### src/rtl/iarb_pkg.sv
package iarb_pkg;
  localparam int BID_W  = 12;
  localparam int CNT_W  = 8;
  localparam int PRIO_W = 7;
  localparam int THR_W  = 11;
  localparam int NCH    = 2;
  localparam int NFIFO  = 2 * NCH;
  localparam int NEVT   = 14;
  localparam int NSRC   = NFIFO + NEVT;
  localparam int NPRIO  = NEVT - 2;

  typedef logic [BID_W-1:0] bid_t;
  typedef logic [NSRC-1:0][BID_W-1:0] bid_vec_t;

  localparam logic [2:0] TY_RX_OK  = 3'b001;
  localparam logic [2:0] TY_RX_ERR = 3'b101;
  localparam logic [2:0] TY_WDOG   = 3'b100;
  localparam logic [2:0] TY_TX     = 3'b010;

  // bid layout for FIFO-backed sources: occupancy, 3-bit type, channel
  function automatic bid_t fifo_bid(input logic [CNT_W-1:0] cnt,
                                    input logic [2:0] ty, input logic ch);
    return {cnt, ty, ch};
  endfunction

  // bid layout for event sources: programmed field, 4-bit type, channel
  function automatic bid_t evt_bid(input logic [PRIO_W-1:0] p,
                                   input logic [3:0] ty, input logic ch);
    return {p, ty, ch};
  endfunction

  // type code per event kind (kind = event index / 2)
  function automatic logic [3:0] evt_type(input int kind);
    case (kind)
      1:       return 4'b1110;  // break change
      2:       return 4'b1111;  // loopback error
      3:       return 4'b0111;  // flow character
      4:       return 4'b1011;  // address character
      5:       return 4'b0110;  // pin change
      6:       return 4'b1000;  // counter
      default: return 4'b0000;
    endcase
  endfunction

  // start-bidding level test on an occupancy count
  function automatic logic level_met(input logic [CNT_W-1:0] cnt,
                                     input logic [1:0] sel, input int depth);
    int c;
    c = int'(cnt);
    case (sel)
      2'd0:    return c != 0;
      2'd1:    return c >= depth / 2;
      2'd2:    return c >= (depth * 3) / 4;
      default: return c >= depth;
    endcase
  endfunction

  function automatic bid_t pick_max(input bid_vec_t b);
    bid_t m;
    m = '0;
    for (int i = 0; i < NSRC; i++) begin
      if (b[i] > m) m = b[i];
    end
    return m;
  endfunction

  // threshold test ignores the channel bit
  function automatic logic above(input bid_t b, input logic [THR_W-1:0] t);
    return b[BID_W-1:1] > t;
  endfunction
endpackage

### src/rtl/iarb_status.sv
module iarb_status #(
  parameter int N = 14
) (
  input  logic         clk,
  input  logic         rst_n,
  input  logic [N-1:0] set_in,
  input  logic [N-1:0] clr_in,
  output logic [N-1:0] st_q
);
  for (genvar i = 0; i < N; i++) begin : g_bit
    always_ff @(posedge clk) begin
      if (!rst_n)          st_q[i] <= 1'b0;
      else if (set_in[i])  st_q[i] <= 1'b1;   // set beats clear
      else if (clr_in[i])  st_q[i] <= 1'b0;
    end
  end
endmodule

### src/rtl/iarb_bidgen.sv
module iarb_bidgen
  import iarb_pkg::*;
#(
  parameter int DEPTH = 64
) (
  input  logic [NCH-1:0][CNT_W-1:0]    rx_fill,
  input  logic [NCH-1:0]               rx_err,
  input  logic [NCH-1:0][1:0]          rx_lvl,
  input  logic [NCH-1:0][CNT_W-1:0]    tx_free,
  input  logic [NCH-1:0][1:0]          tx_lvl,
  input  logic [NEVT-1:0]              st,
  input  logic [NPRIO-1:0][PRIO_W-1:0] prio,
  input  logic [NSRC-1:0]              mask,
  output logic [NFIFO-1:0]             fifo_ready,
  output logic [NSRC-1:0]              src_active,
  output bid_vec_t                     bid_eff
);
  bid_vec_t bid_raw;

  for (genvar c = 0; c < NCH; c++) begin : g_ch
    assign fifo_ready[c]       = level_met(rx_fill[c], rx_lvl[c], DEPTH);
    assign fifo_ready[NCH + c] = level_met(tx_free[c], tx_lvl[c], DEPTH);
    assign bid_raw[c]          = fifo_bid(rx_fill[c], rx_err[c] ? TY_RX_ERR : TY_RX_OK, 1'(c));
    assign bid_raw[NCH + c]    = fifo_bid(tx_free[c], TY_TX, 1'(c));
  end

  for (genvar e = 0; e < NEVT; e++) begin : g_evt
    localparam int CH = e % 2;
    if (e < 2) begin : g_wdog
      assign bid_raw[NFIFO + e] = fifo_bid(rx_fill[CH], TY_WDOG, 1'(CH));
    end else begin : g_prog
      assign bid_raw[NFIFO + e] = evt_bid(prio[e - 2], evt_type(e / 2), 1'(CH));
    end
  end

  assign src_active = {st, fifo_ready};

  for (genvar s = 0; s < NSRC; s++) begin : g_gate
    assign bid_eff[s] = (src_active[s] && mask[s]) ? bid_raw[s] : '0;
  end
endmodule

### src/rtl/iarb_arbiter.sv
module iarb_arbiter
  import iarb_pkg::*;
(
  input  logic             clk,
  input  logic             rst_n,
  input  bid_vec_t         bid_in,
  input  logic [THR_W-1:0] thr,
  output bid_t             win_q,
  output logic             hot_q,
  output logic             eval_now
);
  logic     phase_q;
  bid_vec_t snap_q;
  bid_t     best;

  assign eval_now = phase_q;
  assign best     = pick_max(snap_q);

  // phase 0: sample bids; phase 1: publish winner and threshold result
  always_ff @(posedge clk) begin
    if (!rst_n) begin
      phase_q <= 1'b0;
      snap_q  <= '0;
      win_q   <= '0;
      hot_q   <= 1'b0;
    end else begin
      phase_q <= ~phase_q;
      if (!phase_q) begin
        snap_q <= bid_in;
      end else begin
        win_q <= best;
        hot_q <= above(best, thr);
      end
    end
  end
endmodule

### src/rtl/irq_bid_arbiter.sv
module irq_bid_arbiter
  import iarb_pkg::*;
#(
  parameter int FIFO_DEPTH = 64
) (
  input  logic                          clk,
  input  logic                          rst_n,
  input  logic [NCH-1:0][CNT_W-1:0]     rx_fill,
  input  logic [NCH-1:0]                rx_err,
  input  logic [NCH-1:0][1:0]           rx_lvl,
  input  logic [NCH-1:0][CNT_W-1:0]     tx_free,
  input  logic [NCH-1:0][1:0]           tx_lvl,
  input  logic [NEVT-1:0]               evt_in,
  input  logic [NEVT-1:0]               stat_clr,
  input  logic [NPRIO-1:0][PRIO_W-1:0]  prio,
  input  logic [NSRC-1:0]               mask,
  input  logic [THR_W-1:0]              thresh,
  input  logic                          masked_view,
  input  logic                          ack_stb,
  input  logic                          upd_stb,
  output logic                          irq_n,
  output logic [BID_W-1:0]              cir,
  output logic [NSRC-1:0]               status_view
);
  logic [NEVT-1:0]  st_q;
  logic [NFIFO-1:0] fifo_ready;
  logic [NSRC-1:0]  src_active;
  bid_vec_t         bid_eff;
  bid_t             win_bid;
  logic             hot;
  logic             eval_now;
  logic             capture;
  bid_t             cir_q;

  iarb_status #(.N(NEVT)) u_status (
    .clk    (clk),
    .rst_n  (rst_n),
    .set_in (evt_in),
    .clr_in (stat_clr),
    .st_q   (st_q)
  );

  iarb_bidgen #(.DEPTH(FIFO_DEPTH)) u_bidgen (
    .rx_fill    (rx_fill),
    .rx_err     (rx_err),
    .rx_lvl     (rx_lvl),
    .tx_free    (tx_free),
    .tx_lvl     (tx_lvl),
    .st         (st_q),
    .prio       (prio),
    .mask       (mask),
    .fifo_ready (fifo_ready),
    .src_active (src_active),
    .bid_eff    (bid_eff)
  );

  iarb_arbiter u_arb (
    .clk      (clk),
    .rst_n    (rst_n),
    .bid_in   (bid_eff),
    .thr      (thresh),
    .win_q    (win_bid),
    .hot_q    (hot),
    .eval_now (eval_now)
  );

  assign capture = ack_stb | upd_stb;

  always_ff @(posedge clk) begin
    if (!rst_n)       cir_q <= '0;
    else if (capture) cir_q <= hot ? win_bid : '0;
  end

  assign cir         = cir_q;
  assign irq_n       = ~hot;
  assign status_view = masked_view ? (src_active & mask) : src_active;
endmodule

### config.mk
export PLATFORM = sky130hd
export DESIGN_NAME = irq_bid_arbiter
export DESIGN_NICKNAME = d
export VERILOG_FILES = /design/src/rtl/iarb_pkg.sv /design/src/rtl/iarb_status.sv /design/src/rtl/iarb_bidgen.sv /design/src/rtl/iarb_arbiter.sv /design/src/rtl/irq_bid_arbiter.sv
export SDC_FILE = /design/constraint.sdc
export NUM_CORES = 1
export LEC_CHECK = 0
export BUFFER_PORTS_ARGS = -buffer_cell sky130_fd_sc_hd__buf_4
export CAP_MARGIN = 10
export CORE_UTILIZATION = 55
export CTS_BUF_LIST = sky130_fd_sc_hd__clkbuf_8 sky130_fd_sc_hd__clkbuf_16
export CTS_CLUSTER_DIAMETER = 30
export DETAILED_ROUTE_END_ITERATION = 7
export PLACE_DENSITY_LB_ADDON = 0.1
export SLEW_MARGIN = 20
export SYNTH_ARGS = -nofsm -noshare
export SYNTH_HDL_FRONTEND = slang
export SYNTH_HIERARCHICAL = 1
export SYNTH_SLANG_ARGS = --single-unit
### constraint.sdc
create_clock -name clk -period 39.5 [get_ports clk]
set_input_delay 7.9 -clock clk [delete_from_list [all_inputs] [get_ports clk]]
set_output_delay 7.9 -clock clk [all_outputs]
set_load 0.05 [all_outputs]
# Yosys cells after proc, flatten, opt, wreduce, memory -nomap -nowiden
# Index checks and enable logic that the tools add are counted.
dict set report classes {
  order_cmp 31
  eq_ne 8
  muxes 72
  bitwise_logic 4
  n_reduce_logical 40
}
# operator count
set ops {}
lappend ops {{$mux 12} 37}
lappend ops {{$gt 12x12->1} 17}
lappend ops {{$ge 8x6->1 const B} 8}
lappend ops {{$ge 8x7->1 const B} 4}
lappend ops {{$reduce_bool 8->1} 4}
lappend ops {{$mux 1} 28}
lappend ops {{$reduce_bool 2->1} 14}
lappend ops {{$and 18x18->18} 1}
lappend ops {{$logic_and 1x1->1} 18}
lappend ops {{$mux 18} 1}
lappend ops {{$gt 12x1->1 const B} 1}
lappend ops {{$pmux 1 s3} 4}
lappend ops {{$gt 11x11->1} 1}
lappend ops {{$eq 2x1->1 const B} 4}
lappend ops {{$eq 2x2->1 const B} 4}
lappend ops {{$logic_not 2->1} 4}
lappend ops {{$mux 3} 2}
lappend ops {{$not 1->1} 2}
lappend ops {{$or 1x1->1} 1}
dict set report totals {
  reg_bits 256
  in_bits 188
  word_cells 191
}

# Depth between registers and ports, before layout
dict set report logic_depth {
  ltp_word 37
  depth_mapped 218
  ltp_nobuf 197
}

# Hierarchy
# Netlist, hierarchy kept.
# mod instances cells_per_inst area_per_inst_um2 seq_area_each_um2
set modules_own_cells {}
lappend modules_own_cells {iarb_arbiter 1 2175 18351.4 4604.4}
lappend modules_own_cells {iarb_bidgen 1 277 1893.1 0.0}
lappend modules_own_cells {irq_bid_arbiter 1 92 770.7 240.2}
lappend modules_own_cells {iarb_status 1 43 484.2 280.3}

# Worst setup path before layout
# Ideal clock, no wire load.
dict set report synth_path {
  path_type {flip-flop to flip-flop}
  startpoint {register u_arb/snap_q[1] (netlist name)}
  endpoint {register u_arb.hot_q}
  arrival_time_ps 37354
  slack_ps 2030
  stages_incl_launch_ff 210
  cell_sequence {dfxtp_1 > inv_1 > ha_1 > nor2b_1 > o211ai_1 > a211o_1 > a31oi_1 > clkbuf_1 > a21oi_1 > ha_1 > a21oi_1 > o21a_1 > o211a_1 > a21o_1 > clkbuf_1 > clkbuf_1 > a21oi_1 > inv_1 > [174 not listed] > nand2_1 > ha_1 > nor2b_1 > o21a_1 > o21ai_0 > nand2b_1 > a21oi_1 > nor2b_1 > o21ai_0 > nand2b_1 > a21oi_1 > nor2b_1 > o21ai_0 > nand2b_1 > a21oi_1 > a41oi_1 > mux2i_1 > nor2b_1}
}
dict set report synth_via {
  elab_chain_cells 37
}
# element line
set synth_rtl {}
lappend synth_rtl {{from (decl)} iarb_arbiter.sv:13} ;# bid_vec_t snap_q;
lappend synth_rtl {{from (signal assigned)} iarb_arbiter.sv:29} ;# snap_q <= bid_in;
lappend synth_rtl {{$gt 12x1->1} iarb_pkg.sv:62} ;# if (b[i] > m) m = b[i];
lappend synth_rtl {{$mux 12 *} iarb_pkg.sv:62}
lappend synth_rtl {{$gt 12x12->1} iarb_pkg.sv:62}
lappend synth_rtl {{$mux 12 *} iarb_pkg.sv:62}
lappend synth_rtl {{$gt 12x12->1} iarb_pkg.sv:62}
lappend synth_rtl {{$mux 12 *} iarb_pkg.sv:62}
lappend synth_rtl {{$gt 12x12->1} iarb_pkg.sv:62}
lappend synth_rtl {{$mux 12 *} iarb_pkg.sv:62}
lappend synth_rtl {{[22 not listed]} -}
lappend synth_rtl {{$gt 12x12->1} iarb_pkg.sv:62}
lappend synth_rtl {{$mux 12 *} iarb_pkg.sv:62}
lappend synth_rtl {{$gt 12x12->1} iarb_pkg.sv:62}
lappend synth_rtl {{$mux 12 *} iarb_pkg.sv:62}
lappend synth_rtl {{$gt 12x12->1} iarb_pkg.sv:62}
lappend synth_rtl {{$mux 12 *} iarb_pkg.sv:62}
lappend synth_rtl {{via u_arb.best[2]} iarb_arbiter.sv:14} ;# bid_t best;
lappend synth_rtl {{$gt 11x11->1 *} iarb_pkg.sv:69} ;# return b[BID_W-1:1] > t;
lappend synth_rtl {{to (signal assigned)} iarb_arbiter.sv:32} ;# hot_q <= above(best, thr);
lappend synth_rtl {{to (decl)} iarb_arbiter.sv:9} ;# output logic hot_q,
# The timed path passes the listed nets; every way through them passes the cells marked *.
# A chain may end at the register's enable or synchronous reset.

# Final worst setup path
dict set report layout_path {
  startpoint {register u_arb/snap_q[6] (netlist name)}
  endpoint {register u_arb.hot_q}
}
dict set report layout_via {
  elab_chain_cells 37
}
# element line
set layout_rtl {}
lappend layout_rtl {{$gt 12x1->1} iarb_pkg.sv:62}
lappend layout_rtl {{$mux 12 *} iarb_pkg.sv:62}
lappend layout_rtl {{$gt 12x12->1} iarb_pkg.sv:62}
lappend layout_rtl {{$mux 12 *} iarb_pkg.sv:62}
lappend layout_rtl {{$gt 12x12->1} iarb_pkg.sv:62}
lappend layout_rtl {{$mux 12 *} iarb_pkg.sv:62}
lappend layout_rtl {{$gt 12x12->1} iarb_pkg.sv:62}
lappend layout_rtl {{$mux 12 *} iarb_pkg.sv:62}
lappend layout_rtl {{[21 not listed]} -}
lappend layout_rtl {{$mux 12 *} iarb_pkg.sv:62}
lappend layout_rtl {{$gt 12x12->1} iarb_pkg.sv:62}
lappend layout_rtl {{$mux 12 *} iarb_pkg.sv:62}
lappend layout_rtl {{$gt 12x12->1} iarb_pkg.sv:62}
lappend layout_rtl {{$mux 12 *} iarb_pkg.sv:62}
lappend layout_rtl {{$gt 12x12->1} iarb_pkg.sv:62}
lappend layout_rtl {{$mux 12 *} iarb_pkg.sv:62}
lappend layout_rtl {{$gt 11x11->1 *} iarb_pkg.sv:69}
# Mark *: on every way between the ends. The rest lies on a longest branch, timed or not.

==> run metrics <==
synth warn 6; TritonCTS clock tree done; vias in the first global route 18541; Die Footprint 39880 um2; PortBufs about 220; Routed WL per cell between 15 and 20 um; # DRC 0; sequential area share after synthesis a little under a quarter; placed cell area 23070 um2; leading cell type in the layout, fill and taps excluded nor2b_1; CTS buffer count 70; flops & latches, synth between 200 and 300; Worst Skew 31.84 ps; Initial Util ~56%; slowest stage cell, crit path or4_1; clock sinks about 260; Placeable Area about 39000 um2; clk root buf clkbuf_16; Worst Path Required 39970 ps; Avg Inst Size Synth 8.311 um2; via count between 15000 and 20000; final setup violation count 0; All-Layer GR Usage roughly 29%; row count 72; nets@finish between 3000 and 4000; first-pass GRT wire length about 94000 um; count of mapped cells out of synthesis 2587; initial detailed-routing violation count 1018; Fin. Hold Viols 0; synthesized area about 21000 um2; Slew headroom between 20 and 30%; post-synthesis async set-or-reset flop share 0%; CTS H-tree lvls 3; max incr delay on CP approximately 520 ps; top-level I/O count about 220; chip height ~200 um; largest net degree at the start of global routing 168; status finished clean; Overflow after GRT 0; Worst-Skew Late Latency a little under 600 ps; gpl congestion 0.9677; WL final 60460 um; Max Fclk ~27 MHz; synth unique cells about 120; commonest non-fill, non-tap cells in the layout nor2b_1, buf_4, dfxtp_1, mux2i_1, inv_1; crit-path most repeated cell ha_1; Final Max Tran Viols 0; Crit Path Class reg -> reg; Fillers 3290; Post-synth EDFFs 0; Worst Setup Start Kind flop; Die W between 150 and 200 um; Routed Antenna Nets 0; initial antenna violation count 4; Crit path arrival time around 37000 ps; Clock Pin Slew Worst Setup and Hold Paths ~40 ps; share of cells above drive strength 1 a little under a fifth; crit-path max FO 20; clk buf depth 3; Max Cap Violations 0; Final min period roughly 37000 ps; dpl hpwl approximately 45000 um; Via density 5.743; hold crit path type reg -> reg; Pre-antenna DRT Iters 7; post-route cell area between 20000 and 30000 um2; CP Capture Type flop; final worst-path cycle share approximately 94%; Least-Margin Pin Slew approximately 1100 ps; Area Growth Syn to Fin 20.95%; Post-synth top flop dfxtp_1
## cell type report
class	count	area, um2	area share, %
multi-input combinational	1975	14950	57.49
sequential	256	5129	19.72
timing repair buffer	262	1983	7.626
clock buffer	79	1876	7.213
inverter	200	750.7	2.887
clock inverter	48	661.9	2.545
tap	518	648.1	2.492
antenna	2	5.005	0.01925
## logic make-up (layout without fill, tap and decap cells)
group | after synthesis | after routing | synth area share [%]
simple gates | 874 | 874 | 23.13
compound gates | 544 | 550 | 18.01
buf+inv | 396 | 589 | 8.514
mux | 300 | 300 | 14.29
flops | 256 | 256 | 23.84
fa+ha+maj | 192 | 192 | 11.14
xor+xnor | 24 | 24 | 1.048
other cells | 1 | 37 | 0.01744
## synth_stat cells, types with 29 or more instances
cell type | count | area (um2)
o21a_1 | 31 | 232.7
and2_1 | 32 | 200.2
mux2i_1 | 260 | 2603
dfxtp_1 | 256 | 5125
a21o_1 | 34 | 255.2
nand4_1 | 30 | 187.7
ha_1 | 188 | 2352
nor2_1 | 122 | 457.9
and3_1 | 119 | 744.5
o21ai_0 | 78 | 390.4
a21oi_1 | 126 | 630.6
o211ai_1 | 40 | 300.3
buf_4 | 84 | 630.6
nand2b_1 | 29 | 181.4
nor2b_1 | 262 | 1639
mux2_2 | 34 | 382.9
clkbuf_1 | 71 | 266.5
inv_1 | 199 | 747.0
nand2_1 | 132 | 495.5
## routing by layer
metal / vias up / global-route usage (%) / part of all wire [%]
li1: 9489 / - / -
met1: 9061 / 37.32 / 44
met2: 514 / 48.93 / 47
met3: 117 / 6.194 / 5.6
met4: 2 / 11.11 / 3.0
met5: - / 0 / 0.015
## repair_timing
action	CTS	global route
pin swaps	0	11
setup endpoints to repair	1	13
resized for setup	3	47
buffers inserted	0	17
cloned	0	6
hold buffers	0	0
## state kept, by name, summed over array words and instances (netlist names)
signal          count
cir                12
u_arb/eval_now      1
u_arb/hot_q         1
u_arb/snap_q      216
u_arb/win_q        12
u_status/st_q      14
## worst paths after layout
path,start,endpoint,slack (ps),cells after the start
worst max-delay path,u_arb/snap_q[6]$_SDFFE_PN0N_,u_arb/hot_q$_SDFFE_PN0P_,2530,190
worst min-delay path,u_arb/win_q[2]$_SDFFE_PN0P_,cir[2]$_SDFFE_PN0P_,490,2
worst max register to register,u_arb/snap_q[6]$_SDFFE_PN0N_,u_arb/hot_q$_SDFFE_PN0P_,2530,190
worst min register to register,u_arb/win_q[2]$_SDFFE_PN0P_,cir[2]$_SDFFE_PN0P_,490,2
## per-stage QoR
stage / util [%] / std cells / hold slack [ps] / setup TNS (ps) / setup slack [ps]
2_1_floorplan: - / 2621 / 463.5 / 0 / 2030
3_3_place_gp: 59.81 / 3188 / 479.1 / 0 / 604.4
3_5_place_dp: 59.83 / 3188 / 487.0 / -245.5 / -245.5
4_1_cts: 66.45 / 3315 / 500.5 / 0 / 201.6
5_1_grt: 67.44 / 3339 / 516.8 / -85.92 / -85.92
6_report: 67.44 / 3340 / 491.8 / 0 / 2530
## critical path, delay by kind of cell (launching register included)
kind / cells / cell delay (ps)
AO/OA/AOI/OAI: 80 / 16150
buffers and inverters: 20 / 2780
adder cells (fa/ha/maj): 18 / 4880
flip-flops: 1 / 390
AND/OR/NAND/NOR: 62 / 9560
multiplexers: 10 / 2930
Power is not shown: default switching activity piles up to over one toggle a cycle in this logic, so the estimate is an artifact.
